File: config.mk
export PLATFORM = sky130hd
export DESIGN_NAME = panel_init_seq
export DESIGN_NICKNAME = d
export VERILOG_FILES = /design/src/rtl/pis_pkg.sv /design/src/rtl/pis_rst_sync.sv /design/src/rtl/pis_table.sv /design/src/rtl/pis_spi_tx.sv /design/src/rtl/pis_ctrl.sv /design/src/rtl/panel_init_seq.sv
export SDC_FILE = /design/constraint.sdc
export NUM_CORES = 1
export LEC_CHECK = 0
export BUFFER_PORTS_ARGS = -buffer_cell sky130_fd_sc_hd__buf_2
export CORE_ASPECT_RATIO = 0.9
export CORE_UTILIZATION = 40
export CTS_BUF_LIST = sky130_fd_sc_hd__clkbuf_8 sky130_fd_sc_hd__clkbuf_16
export CTS_CLUSTER_DIAMETER = 80
export CTS_CLUSTER_SIZE = 24
export DETAILED_ROUTE_END_ITERATION = 16
export HOLD_SLACK_MARGIN = 0.12
export SYNTH_ARGS = -nofsm -noshare
export SYNTH_HDL_FRONTEND = slang
export SYNTH_HIERARCHICAL = 1
export SYNTH_SLANG_ARGS = --single-unit
File: constraint.sdc
create_clock -name clk -period 6.1 [get_ports clk]
set_clock_uncertainty 0.2 [all_clocks]
set_input_delay 1.22 -clock clk [delete_from_list [all_inputs] [get_ports clk]]
set_output_delay 1.22 -clock clk [all_outputs]
set_load 0.005 [all_outputs]
File: src/rtl/pis_pkg.sv
package pis_pkg;

  localparam int TBL_N   = 12;
  localparam int FRAME_W = 32;

  localparam logic [7:0] ADDR_TAG   = 8'h00;
  localparam logic [7:0] DATA_TAG   = 8'h01;
  localparam logic [7:0] STBY_REG   = 8'd2;
  localparam logic [7:0] STBY_ENTER = 8'h01;
  localparam logic [7:0] STBY_LEAVE = 8'h00;

  typedef struct packed {
    logic [7:0] addr;
    logic [7:0] data;
  } pis_pair_t;

  typedef enum logic [2:0] {
    C_IDLE,
    C_SEND,
    C_WAIT,
    C_HOLD,
    C_FIN
  } pis_cstate_e;

  typedef enum logic [1:0] {
    TX_IDLE,
    TX_SHIFT,
    TX_GAP
  } pis_tstate_e;

  function automatic logic [FRAME_W-1:0] pack_frame(input pis_pair_t p);
    return {ADDR_TAG, p.addr, DATA_TAG, p.data};
  endfunction

endpackage

File: src/rtl/pis_rst_sync.sv
module pis_rst_sync #(
  parameter int STAGES = 2
) (
  input  logic clk,
  input  logic rst_n,
  output logic rst_sn
);

  generate
    if (STAGES <= 1) begin : g_single
      logic sync_q;
      always_ff @(posedge clk or negedge rst_n) begin
        if (!rst_n) sync_q <= 1'b0;
        else        sync_q <= 1'b1;
      end
      assign rst_sn = sync_q;
    end else begin : g_chain
      logic [STAGES-1:0] sync_q;
      always_ff @(posedge clk or negedge rst_n) begin
        if (!rst_n) sync_q <= '0;
        else        sync_q <= {sync_q[STAGES-2:0], 1'b1};
      end
      assign rst_sn = sync_q[STAGES-1];
    end
  endgenerate

endmodule

File: src/rtl/pis_table.sv
module pis_table
  import pis_pkg::*;
#(
  parameter int IDX_W = $clog2(TBL_N)
) (
  input  logic [IDX_W-1:0] idx_i,
  output pis_pair_t        pair_o
);

  // The final row must stay the standby-exit write: the controller
  // inserts the settling delay in front of it.
  always_comb begin
    case (int'(idx_i))
      0:       pair_o = '{addr: 8'd3,  data: 8'h01};
      1:       pair_o = '{addr: 8'd0,  data: 8'h00};
      2:       pair_o = '{addr: 8'd1,  data: 8'h01};
      3:       pair_o = '{addr: 8'd4,  data: 8'h00};
      4:       pair_o = '{addr: 8'd5,  data: 8'h14};
      5:       pair_o = '{addr: 8'd6,  data: 8'h24};
      6:       pair_o = '{addr: 8'd16, data: 8'hD7};
      7:       pair_o = '{addr: 8'd17, data: 8'h00};
      8:       pair_o = '{addr: 8'd18, data: 8'h00};
      9:       pair_o = '{addr: 8'd19, data: 8'h55};
      10:      pair_o = '{addr: 8'd20, data: 8'h01};
      default: pair_o = '{addr: STBY_REG, data: STBY_LEAVE};
    endcase
  end

endmodule

File: src/rtl/pis_spi_tx.sv
module pis_spi_tx
  import pis_pkg::*;
#(
  parameter int HALF_DIV = 8
) (
  input  logic               clk,
  input  logic               rst_sn,
  input  logic               start_i,
  input  logic [FRAME_W-1:0] word_i,
  output logic               done_o,
  output logic               sclk_o,
  output logic               mosi_o,
  output logic               cs_no
);

  localparam int GAP_CYC = 2 * HALF_DIV;
  localparam int DIV_W   = $clog2(GAP_CYC + 1);
  localparam int BIT_W   = $clog2(FRAME_W);
  localparam logic [DIV_W-1:0] TICK_V = DIV_W'(HALF_DIV - 1);
  localparam logic [DIV_W-1:0] GAP_V  = DIV_W'(GAP_CYC - 1);
  localparam logic [BIT_W-1:0] LAST_B = BIT_W'(FRAME_W - 1);

  pis_tstate_e        st_q, st_d;
  logic [DIV_W-1:0]   div_q, div_d;
  logic [BIT_W-1:0]   bit_q, bit_d;
  logic [FRAME_W-1:0] sh_q, sh_d;
  logic               sclk_q, sclk_d;
  logic               done_q, done_d;

  always_comb begin
    st_d   = st_q;
    div_d  = div_q;
    bit_d  = bit_q;
    sh_d   = sh_q;
    sclk_d = sclk_q;
    done_d = 1'b0;
    case (st_q)
      TX_IDLE: begin
        if (start_i) begin
          st_d   = TX_SHIFT;
          sh_d   = word_i;
          div_d  = '0;
          bit_d  = '0;
          sclk_d = 1'b0;
        end
      end
      TX_SHIFT: begin
        if (div_q == TICK_V) begin
          div_d = '0;
          if (!sclk_q) begin
            sclk_d = 1'b1;
          end else begin
            sclk_d = 1'b0;
            if (bit_q == LAST_B) begin
              st_d = TX_GAP;
            end else begin
              sh_d  = {sh_q[FRAME_W-2:0], 1'b0};
              bit_d = bit_q + 1'b1;
            end
          end
        end else begin
          div_d = div_q + 1'b1;
        end
      end
      TX_GAP: begin
        if (div_q == GAP_V) begin
          st_d   = TX_IDLE;
          div_d  = '0;
          done_d = 1'b1;
        end else begin
          div_d = div_q + 1'b1;
        end
      end
      default: st_d = TX_IDLE;
    endcase
  end

  always_ff @(posedge clk or negedge rst_sn) begin
    if (!rst_sn) begin
      st_q   <= TX_IDLE;
      div_q  <= '0;
      bit_q  <= '0;
      sh_q   <= '0;
      sclk_q <= 1'b0;
      done_q <= 1'b0;
    end else begin
      st_q   <= st_d;
      div_q  <= div_d;
      bit_q  <= bit_d;
      sh_q   <= sh_d;
      sclk_q <= sclk_d;
      done_q <= done_d;
    end
  end

  assign sclk_o = sclk_q;
  assign mosi_o = (st_q == TX_SHIFT) ? sh_q[FRAME_W-1] : 1'b0;
  assign cs_no  = (st_q != TX_SHIFT);
  assign done_o = done_q;

endmodule

File: src/rtl/pis_ctrl.sv
module pis_ctrl
  import pis_pkg::*;
#(
  parameter int INIT_WAIT_CYC = 5000,
  parameter int SUSP_WAIT_CYC = 10_000_000,
  parameter int IDX_W         = $clog2(TBL_N)
) (
  input  logic               clk,
  input  logic               rst_sn,
  input  logic               start_i,
  input  logic               suspend_i,
  input  logic               resume_i,
  input  logic               tx_done_i,
  input  pis_pair_t          tbl_pair_i,
  output logic [IDX_W-1:0]   idx_o,
  output logic               tx_start_o,
  output logic [FRAME_W-1:0] tx_word_o,
  output logic               busy_o,
  output logic               done_o
);

  localparam int WAIT_MAX = (INIT_WAIT_CYC > SUSP_WAIT_CYC) ? INIT_WAIT_CYC : SUSP_WAIT_CYC;
  localparam int CNT_W    = $clog2(WAIT_MAX + 1);
  localparam logic [IDX_W-1:0] LAST_IDX = IDX_W'(TBL_N - 1);
  localparam logic [IDX_W-1:0] PENU_IDX = IDX_W'(TBL_N - 2);
  localparam logic [CNT_W-1:0] INIT_LD  = CNT_W'(INIT_WAIT_CYC - 1);
  localparam logic [CNT_W-1:0] SUSP_LD  = CNT_W'(SUSP_WAIT_CYC - 1);

  pis_cstate_e      st_q, st_d;
  logic [IDX_W-1:0] idx_q, idx_d;
  logic [CNT_W-1:0] cnt_q, cnt_d;
  logic             susp_q, susp_d;   // current sequence is a standby entry
  logic             pre_q, pre_d;     // standby-exit frame pending before table
  pis_pair_t        sel_pair;

  always_comb begin
    st_d   = st_q;
    idx_d  = idx_q;
    cnt_d  = cnt_q;
    susp_d = susp_q;
    pre_d  = pre_q;
    case (st_q)
      C_IDLE: begin
        // fixed priority: start, then resume, then suspend
        if (start_i) begin
          st_d = C_SEND; susp_d = 1'b0; pre_d = 1'b0; idx_d = '0;
        end else if (resume_i) begin
          st_d = C_SEND; susp_d = 1'b0; pre_d = 1'b1; idx_d = '0;
        end else if (suspend_i) begin
          st_d = C_SEND; susp_d = 1'b1; pre_d = 1'b0; idx_d = '0;
        end
      end
      C_SEND: st_d = C_WAIT;
      C_WAIT: begin
        if (tx_done_i) begin
          if (susp_q) begin
            st_d  = C_HOLD;
            cnt_d = SUSP_LD;
          end else if (pre_q) begin
            pre_d = 1'b0;
            st_d  = C_SEND;
          end else if (idx_q == LAST_IDX) begin
            st_d = C_FIN;
          end else begin
            idx_d = idx_q + 1'b1;
            if (idx_q == PENU_IDX) begin
              st_d  = C_HOLD;
              cnt_d = INIT_LD;
            end else begin
              st_d = C_SEND;
            end
          end
        end
      end
      C_HOLD: begin
        if (cnt_q == '0) st_d = susp_q ? C_FIN : C_SEND;
        else             cnt_d = cnt_q - 1'b1;
      end
      C_FIN:   st_d = C_IDLE;
      default: st_d = C_IDLE;
    endcase
  end

  always_ff @(posedge clk or negedge rst_sn) begin
    if (!rst_sn) begin
      st_q   <= C_IDLE;
      idx_q  <= '0;
      cnt_q  <= '0;
      susp_q <= 1'b0;
      pre_q  <= 1'b0;
    end else begin
      st_q   <= st_d;
      idx_q  <= idx_d;
      cnt_q  <= cnt_d;
      susp_q <= susp_d;
      pre_q  <= pre_d;
    end
  end

  always_comb begin
    if (susp_q)     sel_pair = '{addr: STBY_REG, data: STBY_ENTER};
    else if (pre_q) sel_pair = '{addr: STBY_REG, data: STBY_LEAVE};
    else            sel_pair = tbl_pair_i;
  end

  assign tx_word_o  = pack_frame(sel_pair);
  assign tx_start_o = (st_q == C_SEND);
  assign idx_o      = idx_q;
  assign busy_o     = (st_q != C_IDLE);
  assign done_o     = (st_q == C_FIN);

endmodule

File: src/rtl/panel_init_seq.sv
module panel_init_seq
  import pis_pkg::*;
#(
  parameter int SCLK_HALF_DIV   = 8,
  parameter int INIT_WAIT_CYC   = 5000,
  parameter int SUSP_WAIT_CYC   = 10_000_000,
  parameter int RST_SYNC_STAGES = 2
) (
  input  logic clk,
  input  logic rst_n,
  input  logic start_i,
  input  logic suspend_i,
  input  logic resume_i,
  input  logic disp_en_i,
  output logic spi_sclk_o,
  output logic spi_mosi_o,
  output logic spi_cs_no,
  output logic panel_rst_no,
  output logic busy_o,
  output logic done_o
);

  localparam int IDX_W = $clog2(TBL_N);

  logic               rst_sn;
  logic [IDX_W-1:0]   idx;
  pis_pair_t          pair;
  logic               tx_start;
  logic               tx_done;
  logic [FRAME_W-1:0] tx_word;
  logic               prst_q;

  pis_rst_sync #(.STAGES(RST_SYNC_STAGES)) u_rst (
    .clk    (clk),
    .rst_n  (rst_n),
    .rst_sn (rst_sn)
  );

  pis_table #(.IDX_W(IDX_W)) u_tbl (
    .idx_i  (idx),
    .pair_o (pair)
  );

  pis_ctrl #(
    .INIT_WAIT_CYC (INIT_WAIT_CYC),
    .SUSP_WAIT_CYC (SUSP_WAIT_CYC),
    .IDX_W         (IDX_W)
  ) u_ctrl (
    .clk        (clk),
    .rst_sn     (rst_sn),
    .start_i    (start_i),
    .suspend_i  (suspend_i),
    .resume_i   (resume_i),
    .tx_done_i  (tx_done),
    .tbl_pair_i (pair),
    .idx_o      (idx),
    .tx_start_o (tx_start),
    .tx_word_o  (tx_word),
    .busy_o     (busy_o),
    .done_o     (done_o)
  );

  pis_spi_tx #(.HALF_DIV(SCLK_HALF_DIV)) u_tx (
    .clk     (clk),
    .rst_sn  (rst_sn),
    .start_i (tx_start),
    .word_i  (tx_word),
    .done_o  (tx_done),
    .sclk_o  (spi_sclk_o),
    .mosi_o  (spi_mosi_o),
    .cs_no   (spi_cs_no)
  );

  // panel reset pin follows the display-enable level, low out of reset
  always_ff @(posedge clk or negedge rst_sn) begin
    if (!rst_sn) prst_q <= 1'b0;
    else         prst_q <= disp_en_i;
  end
  assign panel_rst_no = prst_q;

endmodule

## After elaboration in Yosys (flattened, before gate mapping)

Memory sizes are Yosys's and may differ from the RTL's.
Cells that the tools add are included.

- Add/sub/neg operators: 4
- Equal/unequal tests: 28
- Mux-type cells: 63
- Reductions and logical operators: 18

Operators with widths:

| kind | count |
|---|---|
| $mux W24 | 6 |
| $mux W32 | 4 |
| $pmux W32 S2 | 1 |
| $pmux W24 S2 | 1 |
| $mux W16 | 2 |
| $mux W5 | 6 |
| $mux W4 | 7 |
| $mux W3 | 9 |
| $logic_not A24 Y1 | 1 |
| $sub A24 B1 Y24 const B | 1 |
| $pmux W5 S3 | 1 |
| $mux W1 | 14 |
| $ne A2 B1 Y1 const B | 7 |
| $mux W2 | 6 |
| $ne A2 B2 Y1 const B | 6 |
| $pmux W3 S4 | 1 |
| $reduce_and A6 Y1 | 2 |
| $add A5 B1 Y5 const B | 2 |
| $pmux W5 S2 | 1 |
| $reduce_and A5 Y1 | 2 |
| $reduce_bool A3 Y1 | 3 |
| $eq A4 B4 Y1 const B | 2 |
| $pmux W4 S2 | 1 |
| $eq A3 B2 Y1 const B | 2 |
| other kinds (19) | 25 |

- Bits in registers: 82
- ROM bits: 176
- Bits of input ports: 6
- Output and inout port bits: 6
- Word-level logic and storage cells: 127
- Memories: 1

Memories:

| name | words | bits a word | rd ports | clocked after memory_dff | wr ports | RTL line | RTL |
|---|---|---|---|---|---|---|---|
| (no name shown) | 16 | 11 | 1 | 0 | 0 | pis_table.sv:13 | `case (int'(idx_i))` |

## Depth between registers and ports, before layout

- Depth in word-level cells: 7
- Gate-level depth with buffers: 9

## Modules after synthesis

The synthesis kept the hierarchy.

Modules (own cells, without submodules):

| module | instances | cells each | area an instance (um^2) | seq. area each (um^2) |
|---|---|---|---|---|
| pis_spi_tx | 1 | 229 | 2,366.0 | 1,151.1 |
| pis_ctrl | 1 | 260 | 2,248.4 | 825.8 |
| pis_table | 1 | 41 | 299.0 | 0.0 |
| pis_rst_sync | 1 | 3 | 53.8 | 50.0 |
| panel_init_seq | 1 | 1 | 25.0 | 25.0 |

## Least setup slack after synthesis

No wires, ideal clock.

- Kind: register to output
- Start point: register u_tx.st_q[1]
- End point: output port spi_mosi_o
- Data arrival time: 1.247 ns
- Required time: 4.680 ns
- Slack: 3.433 ns
- Stages on the path, launching flop included: 6
- Path buffers: 2
- Cells stage by stage: dfrtp_1 > inv_1 > ha_1 > buf_2 > buf_1 > and2_1

- Word-level cells in the longest chain between the ends: 2

Ends and longest elaborated chain:

| item | RTL line | RTL |
|---|---|---|
| from (decl) | pis_spi_tx.sv:23 | `pis_tstate_e st_q, st_d;` |
| from (signal assigned) | pis_spi_tx.sv:87 | `st_q <= st_d;` |
| $eq A2 B1 Y1 | pis_spi_tx.sv:97 | `assign mosi_o = (st_q == TX_SHIFT) ? sh_q[FRAME_W-1] : 1'b0;` |
| $mux W1 | pis_spi_tx.sv:97 |  |
| to (decl) | panel_init_seq.sv:16 | `output logic spi_mosi_o,` |

No other way between the ends.

## Worst setup path in the final report

- Start point: register u_tx.st_q[1]
- End point: register u_tx.sh_q[28]

- Word-level cells in the longest chain between the ends: 3
- Elaborated cells on any way between the ends: 9

Ends and longest elaborated chain:

| item | RTL line | RTL |
|---|---|---|
| $eq A2 B1 Y1 or $logic_not A2 Y1 (tied branches) | pis_spi_tx.sv:37 | `case (st_q)` |
| $ne A2 B2 Y1 (no source line), or another cell as far along | n/a |  |
| $reduce_and A5 Y1 (no source line) | n/a |  |
| to (signal assigned) | pis_spi_tx.sv:83 | `sh_q <= '0;` |
| to (signal assigned) | pis_spi_tx.sv:90 | `sh_q <= sh_d;` |
| to (decl) | pis_spi_tx.sv:26 | `logic [FRAME_W-1:0] sh_q, sh_d;` |

Parallel ways exist; a longest one is shown, timed or not.
A chain may end at the register's enable or synchronous reset.

==> flow_summary.ini <==
[sta]
tightest_slew_ns = 1.12
timing.fmax_mhz = 272
final.period_utilization_pct = 60.3
hold_violations = 0
max_slew_margin_pct = 25.2
fin_setup_tns_ns = 0
rsz0062_at_grt = no
setup_viol = 0
slew_viol_final = 0
fin_crit_ns = 3.68

[cts]
clk_pin_slew_ns = 0.06
insertion_delay_ns = 0.34
cts.sinks = 82
ctsResizeCount = 0
cts_root_buf = clkbuf_16
hold_buffers = 0
clockBufferDepth = 2
cts_setup_buffers = 0
htree_levels = 3
cts_buffers = 9
tritoncts = yes

[hold_path]
hold-path-cell-count = 0
hold_start = u_rst/g_chain.sync_q[0]
hp-class = register to register
min_to = u_rst/g_chain.sync_q[1]

[route]
wl_um = 9980
initialDrtViolationCount = 252
first_pass_iters = 4
via_count = 3751
drcViolationCount = 0
wl_per_cell_um = 14.5
vias_per_cell = 5.44
ant_nets = 0

[logic_synthesis]
async_flop_share_pct = 100
ys_warn_count = 6
synth_cell_types = 62
postSynthCellCount = 534
synth_area_per_cell_um2 = 9.35
yosysSeqAreaShare_pct = 41.1
ys_seq_elements = 82
syn-cell-area_um2 = 4990
synth-edff-count = 0
synthFlopType = dfrtp_1

[floorplan]
coreArea_um2 = 12100
num_io_pins = 12
die_y_um = 108
initial_core_util_pct = 41.2
die_w_um = 120
num_rows = 38
die_area_um2 = 12900

[global_routing]
antenna_found_initial = 0
grtUsageTotal_pct = 16.9
overflow = 0
grt_max_degree = 81
grt_first_pass_wirelength_um = 17400
grt_pass1_vias = 3688

[layout]
drive_gt1_share_pct = 8.88
areaGrowthSynthToFinish_pct = 5.96
instances_no_fill = 689
insertedDiodeCount = 0
final_common_cell = dfrtp_1
final_cell_mix = dfrtp_1 (81), o21ai_0 (51), o21ai_1 (38), mux2i_1 (36), nor2_1 (26)
nets = 549
finish.utilization_pct = 43.6

[critical_path]
crit_type = register to register
crit_path_end_kind = register
worstPathMaxFanout = 40
crit_top_cell = buf_4
slowest_delay_ns = 0.92
path_cells = inv_1, ha_2, buf_4, a21o_1, or2_1, buf_4, o21ai_0
regToRegSetupSlack_ns = 2.42
slowest_stage = a21o_1
startpoint_type = register
cp_top_family = compound AO/OA/AOI/OAI gates
cp_data_required_time_ns = 6.11
worst-path-buf-inv = 3
timing.rr.end = u_tx/sh_q[28]
reg2regPathDepth = 7
cp.arrival_ns = 3.69
r2r-start = u_tx/st_q[1]

[power_and_ir_drop]
ir_drop_mv = 0.233
power.leakage_nw = 2.21
pwr_density_cell_nw_per_um2 = 481
switchingPower_mw = 1.07
p_comb_share_pct = 43.8
p_clk_share_pct = 19.6
swShare_pct = 42.2
seqPwrFrac_pct = 36.6
internal_power_mw = 1.47

[placement]
routabilityCongestion = 0.788
io_buffers = 11
dpl.cell_count = 673
post-dp-hpwl_um = 6380

[run]
drv_cap = 0

[outcome]
status = finished, final reports clean
==> metal layers <==
metal | global-route usage (%) | wire length [um] | up-vias | share of wire (%)
met2 | 25.8 | 4460 | 45 | 45
met1 | 22.7 | 5110 | 1825 | 51
li1 | - | - | 1875 | -
met3 | 4.32 | 310 | 6 | 3.1
met5 | 0 | 0 | - | 0
met4 | 6.96 | 97 | 0 | 0.97
==> layout make-up <==
type                       count  area [um2]
clock buffer                  10         239
multi-input combinational    396        2600
timing repair buffer          15        85.1
clock inverter                 6        33.8
inverter                      20        75.1
sequential                    82        2060
fill                        1170        6830
tap                          160         200
==> worst max path at each step <==
| stage | from | end | slack, ns | cells past startpoint |
|---|---|---|---|---|
| after floorplan | u_tx/st_q[1] | spi_mosi_o | 3.43 | 5 |
| after global placement | u_tx/st_q[1] | u_tx/sh_q[28] | 2.53 | 7 |
| after detailed placement | u_tx/st_q[1] | u_tx/sh_q[28] | 2.44 | 7 |
| after CTS | u_tx/st_q[1] | u_tx/sh_q[28] | 2.43 | 7 |
| after global routing | u_tx/st_q[1] | u_tx/sh_q[7] | 2.15 | 7 |
| final | u_tx/st_q[1] | u_tx/sh_q[28] | 2.42 | 7 |
==> synthesized netlist by cell type (4+ instances only) <==
master | number | area share [%]
nor3b_1 | 5 | 0.75
ha_1 | 19 | 4.8
buf_2 | 6 | 0.60
nand4_1 | 5 | 0.63
nand3b_1 | 5 | 0.75
buf_4 | 23 | 3.5
a22oi_1 | 5 | 0.75
a21oi_1 | 19 | 1.9
dfrtp_1 | 82 | 41
nor2_1 | 26 | 2.0
nand3_1 | 8 | 0.80
nand2b_1 | 5 | 0.63
o31ai_1 | 5 | 0.75
buf_6 | 5 | 1.1
conb_1 | 4 | 0.30
or4_1 | 4 | 0.60
mux2i_1 | 36 | 7.2
clkbuf_1 | 18 | 1.4
and2_1 | 19 | 2.4
a31oi_1 | 9 | 1.1
inv_1 | 19 | 1.4
o21ai_1 | 38 | 3.8
a21o_1 | 5 | 0.75
o21ai_0 | 51 | 5.1
or3_1 | 8 | 1.0
nor4_1 | 8 | 1.0
nand2_1 | 18 | 1.4
o22a_1 | 11 | 1.9
nor3_1 | 9 | 0.90
or2_2 | 4 | 0.50
==> metrics by stage <==
step | worst slack [ns] | hold WS (ns) | instance area, um2 | total power, mW
3_5_place_dp | 2.44 | 0.140 | 5020 | 2.05
5_1_grt | 2.15 | 0.155 | 5290 | 2.77
3_3_place_gp | 2.53 | 0.145 | 5020 | 2.01
4_1_cts | 2.43 | 0.154 | 5290 | 2.57
6_report | 2.42 | 0.151 | 5290 | 2.54
2_1_floorplan | 3.43 | 0.131 | 5060 | 1.84
==> power groups by stage <==
stage / Sequential, mW / Clock [mW] / Combinational [mW]
after floorplan: 0.858 / 0 / 0.980
after global routing: 0.966 / 0.544 / 1.26
after CTS: 0.930 / 0.521 / 1.12
after global placement: 0.929 / 0 / 1.08
final: 0.931 / 0.499 / 1.11
after detailed placement: 0.936 / 0 / 1.12
==> sequential cells by signal, indices dropped and copies added, names as in the netlist <==
signal and count:
u_tx/done_o 1, u_tx/sh_q 32, u_ctrl/susp_q 1, u_tx/bit_q 5, u_ctrl/pre_q 1, u_rst/g_chain.sync_q 2, u_ctrl/idx_o 4, u_ctrl/st_q 3
u_tx/sclk_o 1, panel_rst_no 1, u_ctrl/cnt_q 24, u_tx/div_q 5, u_tx/st_q 2
==> worst register-to-register path, cell delays in order (launching register included) <==
cell and delay [ns]:
dfrtp_1 0.40, inv_1 0.11, ha_2 0.56, buf_4 0.48
a21o_1 0.92, or2_1 0.37, buf_4 0.36, o21ai_0 0.15
==> cell families (layout without fill, tap and decap cells) <==
kind of cell | count (synthesis) | in the layout | synth area share [%]
other | 4 | 22 | 0.301
multiplexers | 37 | 37 | 7.44
flip-flops | 82 | 82 | 41.1
AO/OA/AOI/OAI | 172 | 172 | 20.8
buffers and inverters | 74 | 51 | 8.20
AND/OR/NAND/NOR | 143 | 143 | 16.8
adder cells (fa/ha/maj) | 19 | 19 | 4.76
XOR/XNOR | 3 | 3 | 0.526
Note: power is estimated with default switching activity, not from simulation.
